### src/rtl/i2s_tx_pkg.sv
package i2s_tx_pkg;

    // Controller states of the slave transmitter
    typedef enum logic [1:0] {
        ST_OFF   = 2'd0,   // disabled, line held low
        ST_ARM   = 2'd1,   // waiting for first left slot
        ST_PEND  = 2'd2,   // one-bit lead-in (Philips)
        ST_SHIFT = 2'd3    // shifting sample bits
    } tx_state_e;

    // Framing code selecting MSB-justified alignment
    localparam logic [1:0] FMT_MSB_JUST = 2'b01;

endpackage

### src/rtl/i2s_tx_sync.sv
module i2s_tx_sync #(
    parameter int WIDTH  = 2,
    parameter int STAGES = 2
) (
    input  logic             clk,
    input  logic             rst_n,
    input  logic [WIDTH-1:0] async_i,
    output logic [WIDTH-1:0] sync_o
);

    logic [STAGES-1:0][WIDTH-1:0] chain_q;

    always_ff @(posedge clk or negedge rst_n) begin
        if (!rst_n) begin
            chain_q <= '0;
        end else begin
            chain_q <= {chain_q[STAGES-2:0], async_i};
        end
    end

    assign sync_o = chain_q[STAGES-1];

endmodule

### src/rtl/i2s_tx_edge.sv
module i2s_tx_edge (
    input  logic clk,
    input  logic rst_n,
    input  logic level_i,
    output logic rise_o,
    output logic fall_o
);

    logic prev_q;

    always_ff @(posedge clk or negedge rst_n) begin
        if (!rst_n) begin
            prev_q <= 1'b0;
        end else begin
            prev_q <= level_i;
        end
    end

    assign rise_o = level_i & ~prev_q;
    assign fall_o = ~level_i & prev_q;

endmodule

### src/rtl/i2s_tx_buf.sv
module i2s_tx_buf #(
    parameter int DW = 16
) (
    input  logic          clk,
    input  logic          rst_n,
    input  logic          wr_i,
    input  logic [DW-1:0] wdata_i,
    input  logic          load_i,
    input  logic          clr_udr_i,
    output logic [DW-1:0] word_o,
    output logic          empty_o,
    output logic          udr_o
);

    logic [DW-1:0] hold_q;
    logic [DW-1:0] last_q;
    logic          full_q;
    logic          udr_q;

    // Sample offered to the shifter: fresh one if present, else a repeat
    assign word_o  = full_q ? hold_q : last_q;
    assign empty_o = ~full_q;
    assign udr_o   = udr_q;

    always_ff @(posedge clk or negedge rst_n) begin
        if (!rst_n) begin
            hold_q <= '0;
            last_q <= '0;
            full_q <= 1'b0;
        end else begin
            if (load_i) begin
                full_q <= 1'b0;
                if (full_q) begin
                    last_q <= hold_q;
                end
            end
            if (wr_i) begin
                hold_q <= wdata_i;
                full_q <= 1'b1;
            end
        end
    end

    always_ff @(posedge clk or negedge rst_n) begin
        if (!rst_n) begin
            udr_q <= 1'b0;
        end else if (load_i && !full_q) begin
            udr_q <= 1'b1;
        end else if (clr_udr_i) begin
            udr_q <= 1'b0;
        end
    end

    a_r2_write_fills: assert property (@(posedge clk) disable iff (!rst_n)
        wr_i |=> !empty_o);

    a_r6_load_empties: assert property (@(posedge clk) disable iff (!rst_n)
        (load_i && !wr_i) |=> empty_o);

    a_r10_udr_set: assert property (@(posedge clk) disable iff (!rst_n)
        (load_i && empty_o) |=> udr_o);

    a_r10_udr_sticky: assert property (@(posedge clk) disable iff (!rst_n)
        (udr_o && !clr_udr_i) |=> udr_o);

endmodule

### src/rtl/i2s_tx_fsm.sv
module i2s_tx_fsm
    import i2s_tx_pkg::*;
#(
    parameter int DW = 16
) (
    input  logic          clk,
    input  logic          rst_n,
    input  logic          en_i,
    input  logic          msb_just_i,
    input  logic          sck_rise_i,
    input  logic          sck_fall_i,
    input  logic          ws_i,
    input  logic [DW-1:0] word_i,
    output logic          load_o,
    output logic          sd_o,
    output logic          chside_o
);

    tx_state_e     state_q, state_d;
    logic          ws_last_q;
    logic [DW-1:0] shreg_q;
    logic          sd_q;
    logic          chside_q;
    logic          ws_change;
    logic          load_c;
    logic          shift_c;

    assign ws_change = sck_fall_i && (ws_i != ws_last_q);

    // Next-state and datapath-control decode
    always_comb begin
        state_d = state_q;
        load_c  = 1'b0;
        shift_c = 1'b0;
        if (!en_i) begin
            state_d = ST_OFF;                       // disable
        end else begin
            unique case (state_q)
                ST_OFF: state_d = ST_ARM;           // enable
                ST_ARM: begin
                    if (ws_change && !ws_i) begin   // left-start
                        if (msb_just_i) begin
                            load_c  = 1'b1;
                            state_d = ST_SHIFT;
                        end else begin
                            state_d = ST_PEND;
                        end
                    end
                end
                ST_PEND: begin
                    if (sck_fall_i) begin           // first-fall
                        load_c  = 1'b1;
                        state_d = ST_SHIFT;
                    end
                end
                ST_SHIFT: begin
                    if (ws_change) begin
                        if (msb_just_i) begin       // retrigger
                            load_c = 1'b1;
                        end else begin              // lead-in
                            shift_c = 1'b1;
                            state_d = ST_PEND;
                        end
                    end else if (sck_fall_i) begin
                        shift_c = 1'b1;
                    end
                end
                default: state_d = ST_OFF;
            endcase
        end
    end

    // State register
    always_ff @(posedge clk or negedge rst_n) begin
        if (!rst_n) begin
            state_q <= ST_OFF;
        end else begin
            state_q <= state_d;
        end
    end

    // Output and datapath registers
    always_ff @(posedge clk or negedge rst_n) begin
        if (!rst_n) begin
            sd_q      <= 1'b0;
            shreg_q   <= '0;
            chside_q  <= 1'b0;
            ws_last_q <= 1'b0;
        end else begin
            if (state_q == ST_OFF || sck_fall_i) begin
                ws_last_q <= ws_i;
            end
            if (!en_i) begin
                sd_q     <= 1'b0;
                shreg_q  <= '0;
                chside_q <= 1'b0;
            end else begin
                if (load_c) begin
                    {sd_q, shreg_q} <= {word_i, 1'b0};
                end else if (shift_c) begin
                    {sd_q, shreg_q} <= {shreg_q, 1'b0};
                end
                if (sck_rise_i) begin
                    chside_q <= ws_i;
                end
            end
        end
    end

    assign load_o   = load_c;
    assign sd_o     = sd_q;
    assign chside_o = chside_q;

    a_r11_sd_low_off: assert property (@(posedge clk) disable iff (!rst_n)
        !en_i |=> (!sd_o && !chside_o));

    a_r3_sd_hold: assert property (@(posedge clk) disable iff (!rst_n)
        (en_i && !sck_fall_i) |=> $stable(sd_q));

    a_r8_chside_hold: assert property (@(posedge clk) disable iff (!rst_n)
        (en_i && !sck_rise_i) |=> $stable(chside_q));

    a_r9_arm_quiet: assert property (@(posedge clk) disable iff (!rst_n)
        (state_q == ST_ARM) |-> !sd_q);

endmodule

### src/rtl/i2s_slave_tx.sv
module i2s_slave_tx
    import i2s_tx_pkg::*;
#(
    parameter int DATA_W      = 16,
    parameter int SYNC_STAGES = 2
) (
    input  logic              clk,
    input  logic              rst_n,
    input  logic              cfg_en,
    input  logic [1:0]        cfg_fmt,
    input  logic              txe_irq_en,
    input  logic              wr_en,
    input  logic [DATA_W-1:0] wr_data,
    input  logic              udr_clr,
    input  logic              sck_in,
    input  logic              ws_in,
    output logic              sd_out,
    output logic              txe,
    output logic              irq,
    output logic              chside,
    output logic              udr,
    output logic              busy
);

    localparam int PINS = 2;

    logic [PINS-1:0]   pins_s;
    logic              sck_s;
    logic              ws_s;
    logic              sck_rise;
    logic              sck_fall;
    logic              load;
    logic [DATA_W-1:0] load_word;
    logic              empty;

    i2s_tx_sync #(.WIDTH(PINS), .STAGES(SYNC_STAGES)) u_sync (
        .clk     (clk),
        .rst_n   (rst_n),
        .async_i ({ws_in, sck_in}),
        .sync_o  (pins_s)
    );

    assign sck_s = pins_s[0];
    assign ws_s  = pins_s[1];

    i2s_tx_edge u_edge (
        .clk     (clk),
        .rst_n   (rst_n),
        .level_i (sck_s),
        .rise_o  (sck_rise),
        .fall_o  (sck_fall)
    );

    i2s_tx_buf #(.DW(DATA_W)) u_buf (
        .clk       (clk),
        .rst_n     (rst_n),
        .wr_i      (wr_en),
        .wdata_i   (wr_data),
        .load_i    (load),
        .clr_udr_i (udr_clr),
        .word_o    (load_word),
        .empty_o   (empty),
        .udr_o     (udr)
    );

    i2s_tx_fsm #(.DW(DATA_W)) u_fsm (
        .clk        (clk),
        .rst_n      (rst_n),
        .en_i       (cfg_en),
        .msb_just_i (cfg_fmt == FMT_MSB_JUST),
        .sck_rise_i (sck_rise),
        .sck_fall_i (sck_fall),
        .ws_i       (ws_s),
        .word_i     (load_word),
        .load_o     (load),
        .sd_o       (sd_out),
        .chside_o   (chside)
    );

    assign txe  = empty;
    assign irq  = empty & txe_irq_en;
    assign busy = 1'b0;

    a_r7_irq_needs_enable: assert property (@(posedge clk) disable iff (!rst_n)
        !txe_irq_en |-> !irq);

endmodule

### config.mk
export PLATFORM = sky130hd
export DESIGN_NAME = i2s_slave_tx
export DESIGN_NICKNAME = d
export VERILOG_FILES = /design/src/rtl/i2s_tx_pkg.sv /design/src/rtl/i2s_tx_sync.sv /design/src/rtl/i2s_tx_edge.sv /design/src/rtl/i2s_tx_buf.sv /design/src/rtl/i2s_tx_fsm.sv /design/src/rtl/i2s_slave_tx.sv
export SDC_FILE = /design/constraint.sdc
export NUM_CORES = 1
export LEC_CHECK = 0
export CORE_ASPECT_RATIO = 0.5
export CORE_MARGIN = 2
export CORE_UTILIZATION = 30
export CTS_CLUSTER_SIZE = 16
export DETAILED_ROUTE_END_ITERATION = 8
export PLACE_DENSITY_LB_ADDON = 0.15
export SYNTH_ARGS = -nofsm -noshare
export SYNTH_HDL_FRONTEND = slang
export SYNTH_SLANG_ARGS = --single-unit
### constraint.sdc
create_clock -name clk -period 1.8 [get_ports clk]
set_clock_uncertainty 0.1 [all_clocks]
set_input_delay 0.36 -clock clk [delete_from_list [all_inputs] [get_ports clk]]
set_output_delay 0.36 -clock clk [all_outputs]
set_load 0.02 [all_outputs]
**Word level (Yosys, flattened, before mapping)**

Index checks and enable logic that the tools add are counted.

- Bits in registers: 60
- Input port bits: 26
- Word-level logic and storage cells: 69
- Output and inout port bits: 6

- Muxes and demuxes: 30
- Equality and inequality tests: 11
- Reduce and logical (&&, ||, !) cells: 10
- Bitwise operators: 6

Operators with widths:

| cell | count |
|---|---|
| $mux W16 | 4 |
| $mux W1 | 19 |
| $mux W2 | 5 |
| $ne A3 B2 Y1 const B | 3 |
| $pmux W2 S4 | 1 |
| $eq A2 B1 Y1 const B | 2 |
| $eq A2 B2 Y1 const B | 2 |
| $reduce_and A4 Y1 | 1 |
| $reduce_bool A2 Y1 | 2 |
| $and A1 B1 Y1 | 3 |
| $logic_and A1 B1 Y1 | 3 |
| $ne A3 B1 Y1 const B | 1 |
| $ne A3 B3 Y1 const B | 1 |
| $not A1 Y1 | 3 |
| $pmux W1 S3 | 1 |
| $logic_not A1 Y1 | 2 |
| $logic_not A2 Y1 | 1 |
| $ne A2 B1 Y1 const B | 1 |
| $logic_or A1 B1 Y1 | 1 |
| $ne A1 B1 Y1 | 1 |

**Depth between registers and ports, before layout**

Gate-level depths: netlist of run 1.

- Depth in word-level cells: 9
- Depth in mapped cells: 5

**By module**

From an unflattened synthesis of run 1, not the netlist that was laid out.

- Cell total of the unflattened synthesis: 298
- Area, all modules: 3244.4 um^2

Modules (own cells, without submodules):

| module | area each (um^2) | instances | cells each |
|---|---|---|---|
| i2s_tx_fsm | 1530.2 | 1 | 192 |
| i2s_tx_buf | 1527.7 | 1 | 93 |
| i2s_tx_sync | 115.1 | 1 | 6 |
| i2s_tx_edge | 40.0 | 1 | 3 |
| i2s_slave_tx | 31.3 | 1 | 4 |

**Least setup slack after synthesis of run 1**

Ideal clock, no wire load.

- Path type: flip-flop to flip-flop
- Start: reg u_sync.chain_q (netlist bit u_sync.sync_o[1])
- End: reg u_buf.last_q[10]
- Stages on the path, launching flop included: 6
- Path buffers: 1
- Slack: -0.081 ns
- Arrival: 1.656 ns
- Clock period less this slack: 1.881 ns
- Cell sequence: dfrtp_1 and2b_1 o2111ai_2 nor3_4 buf_6 mux2_2

- Longest elaborated chain between the ends: 6

Ends and longest elaborated chain:

| what | line | text |
|---|---|---|
| start: declaration | i2s_tx_sync.sv:11 | `logic [STAGES-1:0][WIDTH-1:0] chain_q;` |
| start signal: assignment | i2s_tx_sync.sv:17 | `chain_q <= {chain_q[STAGES-2:0], async_i};` |
| $ne A1 B1 Y1 | i2s_tx_fsm.sv:28 | `assign ws_change = sck_fall_i && (ws_i != ws_last_q);` |
| $logic_and A1 B1 Y1 | i2s_tx_fsm.sv:28 |  |
| $logic_and A1 B1 Y1 | i2s_tx_fsm.sv:41 | `if (ws_change && !ws_i) begin` |
| $mux W1 | i2s_tx_fsm.sv:41 |  |
| $pmux W1 S3 * | i2s_tx_fsm.sv:38 | `unique case (state_q)` |
| $mux W1 * | i2s_tx_fsm.sv:35 | `if (!en_i) begin` |
| end signal: assignment | i2s_tx_buf.sv:34 | `last_q <= hold_q;` |
| end: declaration | i2s_tx_buf.sv:16 | `logic [DW-1:0] last_q;` |

Mark *: on every way between the ends. The rest lies on a longest branch, timed or not.
A chain may end at the register's enable or synchronous reset.

**Final worst setup path of run 1**

- Start: in cfg_en
- End: reg u_fsm.shreg_q[6]

- Longest elaborated chain between the ends: 3

Ends and longest elaborated chain:

| what | line | text |
|---|---|---|
| start: declaration | i2s_slave_tx.sv:9 | `input logic cfg_en,` |
| $mux W1 | i2s_tx_fsm.sv:35 |  |
| $mux W16 | i2s_tx_fsm.sv:98 | `if (load_c) begin` |
| $mux W16 | i2s_tx_fsm.sv:93 | `if (!en_i) begin` |
| end signal: assignment | i2s_tx_fsm.sv:99 | `{sd_q, shreg_q} <= {word_i, 1'b0};` |
| end signal: assignment | i2s_tx_fsm.sv:101 | `{sd_q, shreg_q} <= {shreg_q, 1'b0};` |
| end: declaration | i2s_tx_fsm.sv:21 | `logic [DW-1:0] shreg_q;` |

Several ways; a longest one is shown, not always the timed one.

==> flow_summary.yaml, run 1 <==
outcome:
  status: "complete, no violations"
timing:
  whs_ns: 0.253
  finalSetupViolations: 0
  final.min_clock_period_ns: 1.78
  rsz0062_at_grt: "true"
  slew_violations: 0
  fin_crit_sh_pct: 98.6
  hold_viol: 0
  fmax_mhz: 563
placement:
  gp_congestion: 0.739
  dpl.hpwl_um: 3460
  placed_area_mm2: 0.00306
  portBuffers: 30
hold_path:
  whs_path_depth: 0
  hold_class: "register to register"
critical_path:
  cp_data_required_time_ns: 1.96
  r2r_cells: 5
  crit_arrival_ns: 1.93
  crit_path_start_kind: "input port"
  setup.worst_path.end_class: "register"
  critPathMaxFanout: 15
  crit_type: "input port to register"
synth:
  yosysSeqAreaShare_pct: 58.8
  synth.top_cell.area_share_pct: 58.8
  ys_warn_count: 0
  yosysUniqueCellTypes: 33
  ys_top_cells_by_area: "dfrtp_1 (59%), mux2_2 (15%), a221o_1 (6.0%), mux2i_1 (6.0%), nor3_1 (3.0%)"
  netlist_instances: 180
  synth.cell_area_mm2: 0.00251
  synth_area_leader_cell: "dfrtp_1"
  ys_ff_latch: 59
  syn_nets: 206
  avgSynthCellArea_um2: 14.0
floorplanning:
  io-pin-count: 32
  die_h_um: 68.7
  die_area_mm2: 0.00916
  rows: 23
  start_util_pct: 31.2
  die_x_um: 133
  coreArea_mm2: 0.00806
cts:
  clockBufferDepth: 2
  cts-root-buf: "clkbuf_16"
  clkTransAtPathRegs_ns: 0.05
  numCtsBuffers: 9
  cts_setup_buffers: 0
  numClockSinks: 59
  clk_latency_ns: 0.32
  cts_tree: "yes"
  cts.htree.levels: 3
grt:
  grt_overflow: 0
  grt_pass1_wl_um: 8870
  antenna_found_initial: 0
  track_usage_pct: 13.2
  grt_pass1_vias: 1731
  grt_max_degree: 42
route:
  num_vias: 1611
  antenna_left: 0
  drcViolationCount: 0
  wl_per_cell_um: 15.2
  first_iter_violations: 111
  finalWirelength_um: 5220
  firstDrtPassIters: 4
  viasPerCell: 4.70
cells_and_area:
  layout.nets: 252
  syn_to_final_growth_pct: 36.9
  seq_area_mm2: 0.00148
  drive_gt1_share_pct: 31.2
  fill_cells: 785
  diodes: 0
  multi_input_area_mm2: 0.00102
  fin_area_mm2: 0.00344
pwr:
  p_leak_nw: 1.57
  p_per_area_mw_per_mm2: 1080
  peakVddDrop_v: 0.000562
  fin_total_pwr_mw: 3.71
run:
  cap_violations: 0
-- Yosys cell counts, drive strengths merged --
| library cell | instances |
|---|---|
| o21a | 2 |
| o2111ai | 1 |
| nand2 | 2 |
| o311a | 1 |
| nand3 | 1 |
| clkbuf | 3 |
| a21boi | 2 |
| nor3 | 16 |
| o32ai | 1 |
| nor2b | 2 |
| o21ai | 2 |
| nand3b | 1 |
| a22o | 1 |
| a221o | 15 |
| nor2 | 1 |
| xor2 | 1 |
| o21bai | 1 |
| inv | 4 |
| mux2i | 15 |
| buf | 7 |
| a21oi | 1 |
| or3 | 1 |
| dfrtp | 59 |
| a211oi | 1 |
| mux2 | 34 |
| nor3b | 2 |
| conb | 1 |
| a31oi | 1 |
| and2b | 1 |
-- flip-flops by register name (all words and copies together) (netlist names) --
name	count
u_sync.sync_o	2
u_buf.full_q	1
u_fsm.shreg_q	15
u_buf.hold_q	16
u_edge.prev_q	1
u_sync.chain_q	2
u_fsm.ws_last_q	1
u_fsm.state_q	2
u_fsm.chside_o	1
u_buf.udr_o	1
u_fsm.sd_o	1
u_buf.last_q	16
-- kinds of logic (layout without fill, tap and decap cells) --
| kind of cell | Yosys count | after routing | synth area share, % |
|---|---|---|---|
| compound gates | 29 | 29 | 10.5 |
| xor+xnor | 1 | 1 | 0.349 |
| buf+inv | 14 | 65 | 2.79 |
| flops | 59 | 59 | 58.8 |
| mux | 49 | 49 | 21.2 |
| other cells | 1 | 1 | 0.149 |
| simple gates | 27 | 27 | 6.23 |
-- final cells by class --
| type | count | share of cell area (%) |
|---|---|---|
| Timing Repair Buffer | 45 | 13.6 |
| Clock inverter | 4 | 1.38 |
| Tap cell | 112 | 4.08 |
| Sequential cell | 59 | 43.0 |
| Multi-Input combinational cell | 107 | 29.7 |
| Inverter | 4 | 0.437 |
| Clock buffer | 12 | 7.75 |
-- metal layers --
layer | wire length (um) | part of all wire (%) | vias to the layer above | GRT usage (%)
met5 | 0 | 0 | - | 0
met4 | 81 | 1.6 | 0 | 5.98
met3 | 230 | 4.4 | 8 | 5.41
met2 | 2160 | 41 | 31 | 18.7
met1 | 2740 | 53 | 795 | 17.6
li1 | - | - | 777 | -
-- where the power goes --
part           internal [mW]  switching (mW)
clock                   1.18           0.565
sequential              1.48          0.0935
combinational          0.250           0.146
total                   2.91           0.804
-- per-stage QoR --
step           TNS (ns)  utilization (%)  std cells  setup WS, ns
6_report              0             42.7        343        0.0248
5_1_grt          -0.123             42.7        343       -0.0215
4_1_cts               0             42.1        343        0.0258
3_5_place_dp     -12.06             38.0        326        -0.403
3_3_place_gp     -11.50             38.0        326        -0.382
2_1_floorplan    -0.683                -        180       -0.0602
-- path summary, 6_finish.rpt --
check	end	startpoint	slack, ns
max	u_fsm.shreg_q[6]	cfg_en	0.02
max reg2reg	u_buf.last_q[8]	u_sync.sync_o[1]	0.06
min in group asynchronous	u_buf.hold_q[1]	rst_n	0.43
max in group asynchronous	u_fsm.ws_last_q	rst_n	0.59
min reg2reg	u_sync.sync_o[0]	u_sync.chain_q[0]	0.25
min	u_sync.sync_o[0]	u_sync.chain_q[0]	0.25
-- cells in the final DEF (no fill, tap or decap), types with 2 or more instances in the layout --
master,synthesis,layout
buf_12,0,4
clkbuf_16,0,9
nor3_1,15,15
buf_4,1,7
clkbuf_8,0,3
mux2i_1,15,15
nor3b_1,2,2
nand2_1,2,2
clkdlybuf4s50_1,0,27
clkinv_2,0,2
dfrtp_1,59,58
dlygate4sd2_1,0,2
o21a_1,2,2
o21ai_0,2,2
a221o_1,15,15
mux2_4,0,8
buf_6,1,3
mux2_2,34,26
inv_1,4,4
-- what timing repair did --
| action | CTS | global route |
|---|---|---|
| hold endpoints to repair | 18 | 0 |
| resized for setup | 4 | 14 |
| setup endpoints to repair | 20 | 27 |
| hold buffers | 1 | 0 |
| pin swaps | 0 | 0 |
-- critical path, stage by stage --
cell,delay (ns)
clkdlybuf4s50_1,0.57
buf_4,0.17
nand2_1,0.05
a211oi_1,0.43
buf_12,0.21
a221o_1,0.15
No activity file was read; power rests on OpenSTA's default activity.
==> run 2: changes to the inputs <==
Settings changed: CORE_ASPECT_RATIO 0.5 to default, RECOVER_POWER from default to 25.
==> flow_summary.yaml, run 2 (synthesis results as in run 1) <==
outcome:
  status: "complete, no violations"
floorplanning:
  die_x_um: 95.5
  die_area_mm2: 0.00912
  start_util_pct: 30.7
  coreArea_mm2: 0.00818
  io-pin-count: 32
  rows: 33
  die_h_um: 95.5
route:
  drcViolationCount: 0
  finalWirelength_um: 4930
  viasPerCell: 4.88
  wl_per_cell_um: 14.6
  first_iter_violations: 78
  firstDrtPassIters: 4
  num_vias: 1651
  antenna_left: 0
critical_path:
  cp_data_required_time_ns: 1.93
  cp_cell_sequence: "xor2_2 > a21boi_2 > nor3_4 > buf_12 > mux2_2"
  cp.buffers_inverters: 1
  timing.rr.end: "u_buf.last_q[0]"
  crit_type: "register to register"
  slowest_delay_ns: 0.44
  crit_path_start_kind: "register"
  timing.rr.start: "u_sync.sync_o[1]"
  critPathMaxFanout: 12
  setup.worst_path.end_class: "register"
  r2r_cells: 5
  cp_top_family: "flip-flops"
  crit_arrival_ns: 1.88
  slowest_stage: "dfrtp_2"
  r2r_slack_ns: 0.05
pwr:
  p_per_area_mw_per_mm2: 1000
  p_leak_nw: 1.57
  peakVddDrop_v: 0.000383
cts:
  cts.htree.levels: 3
  clk_latency_ns: 0.34
  numClockSinks: 59
  cts_tree: "yes"
  clkTransAtPathRegs_ns: 0.07
  numCtsBuffers: 9
  clockBufferDepth: 2
  cts-root-buf: "clkbuf_8"
run:
  cap_violations: 0
hold_path:
  whs_path_depth: 0
  hp-start: "u_sync.chain_q[0]"
  hold_class: "register to register"
  hold-path-endpoint: "u_sync.sync_o[0]"
cells_and_area:
  diodes: 0
  layout_common_cells: "dfrtp_1 (58), mux2_2 (33), clkdlybuf4s50_1 (22)"
  layout.nets: 254
  fill_cells: 798
  syn_to_final_growth_pct: 33.1
  drive_gt1_share_pct: 31.8
  reg_top3: "u_buf.hold_q x16, u_buf.last_q x16, u_fsm.shreg_q x15"
  layout.cells.most_common: "dfrtp_1"
  layout.cells.non_filler: 338
timing:
  fmax_mhz: 572
  rsz0062_at_grt: "true"
  setup_total_negative_slack_ns: 0
  finalSetupViolations: 0
  maxSlewHeadroom_pct: 46.7
  hold_viol: 0
  max_slew.worst_pin.slew_ns: 0.799
  slew_violations: 0
  fin_crit_sh_pct: 97.2
  final.min_clock_period_ns: 1.75
grt:
  antenna_found_initial: 0
  track_usage_pct: 12.7
  grt_pass1_wl_um: 8590
  grt_max_degree: 60
  grt_pass1_vias: 1711
  grt_overflow: 0
placement:
  portBuffers: 30
  dp.cells: 320
  gp_congestion: 0.718
  dpl.hpwl_um: 3240
## run 2: cell count changes in the layout (fill, tap and decap cells not counted), moves of 2 or more
cell	before	now
mux2_4	8	1
clkdlybuf4s50_1	27	22
dlygate4sd3_1	1	3
mux2_2	26	33
clkbuf_16	9	0
clkbuf_8	3	12
clkinv_2	2	0
dlymetal6s2s_1	0	3
buf_4	7	9
## run 2: layout make-up
cell class	count	area, um^2	share of cell area (%)
Clock inverter	3	68.8	2.06
Tap cell	105	131	3.93
Multi-Input combinational cell	107	991	29.6
Clock buffer	13	169	5.05
Inverter	4	15.0	0.449
Timing Repair Buffer	47	490	14.7
Sequential cell	59	1480	44.2
## run 2: stage by stage
stage               hold WS, ns  utilization (%)  area [um^2]  total power [mW]  setup slack (ns)
floorplan               -0.0356                -         2520              1.79           -0.0602
global placement          0.242             37.5         3070              1.95            -0.347
finish                    0.276             40.9         3340              3.35            0.0503
CTS                       0.273             40.7         3330              3.41           0.00425
detailed placement        0.241             37.5         3070              1.96            -0.375
global route              0.285             40.9         3340              3.52           -0.0286
## run 2: layer usage
metal / up-vias / GRT usage, % / part of all wire [%]
met2: 26 / 19.4 / 47
li1: 771 / - / -
met3: 8 / 5.22 / 4.5
met4: 0 / 4.64 / 1.6
met5: - / 0 / 0
met1: 846 / 16.1 / 47
## run 2: worst max path at each step
stage / start / end / slack, ns / cells past startpoint
after CTS: u_sync.sync_o[1] / u_buf.last_q[6] / 0.004 / 5
after detailed placement: cfg_fmt[0] / u_buf.last_q[14] / -0.38 / 6
final: u_sync.sync_o[1] / u_buf.last_q[0] / 0.05 / 5
after floorplan: u_sync.sync_o[1] / u_buf.last_q[10] / -0.06 / 5
after global placement: cfg_fmt[0] / u_buf.last_q[14] / -0.35 / 6
after global routing: u_sync.sync_o[1] / u_buf.last_q[6] / -0.03 / 5
## run 2: what timing repair did
item / 4_1_cts / 5_1_grt
pin swaps: 0 / 1
resized for setup: 6 / 8
buffers inserted: 0 / 1
hold endpoints to repair: 59 / 0
endpoints found under the setup margin: 33 / 34
hold buffers: 1 / 0
## run 2: report_power, final
group	internal (mW)	switching, mW	total, mW
clock network	0.896	0.520	1.42
registers	1.48	0.0884	1.57
logic	0.230	0.139	0.370
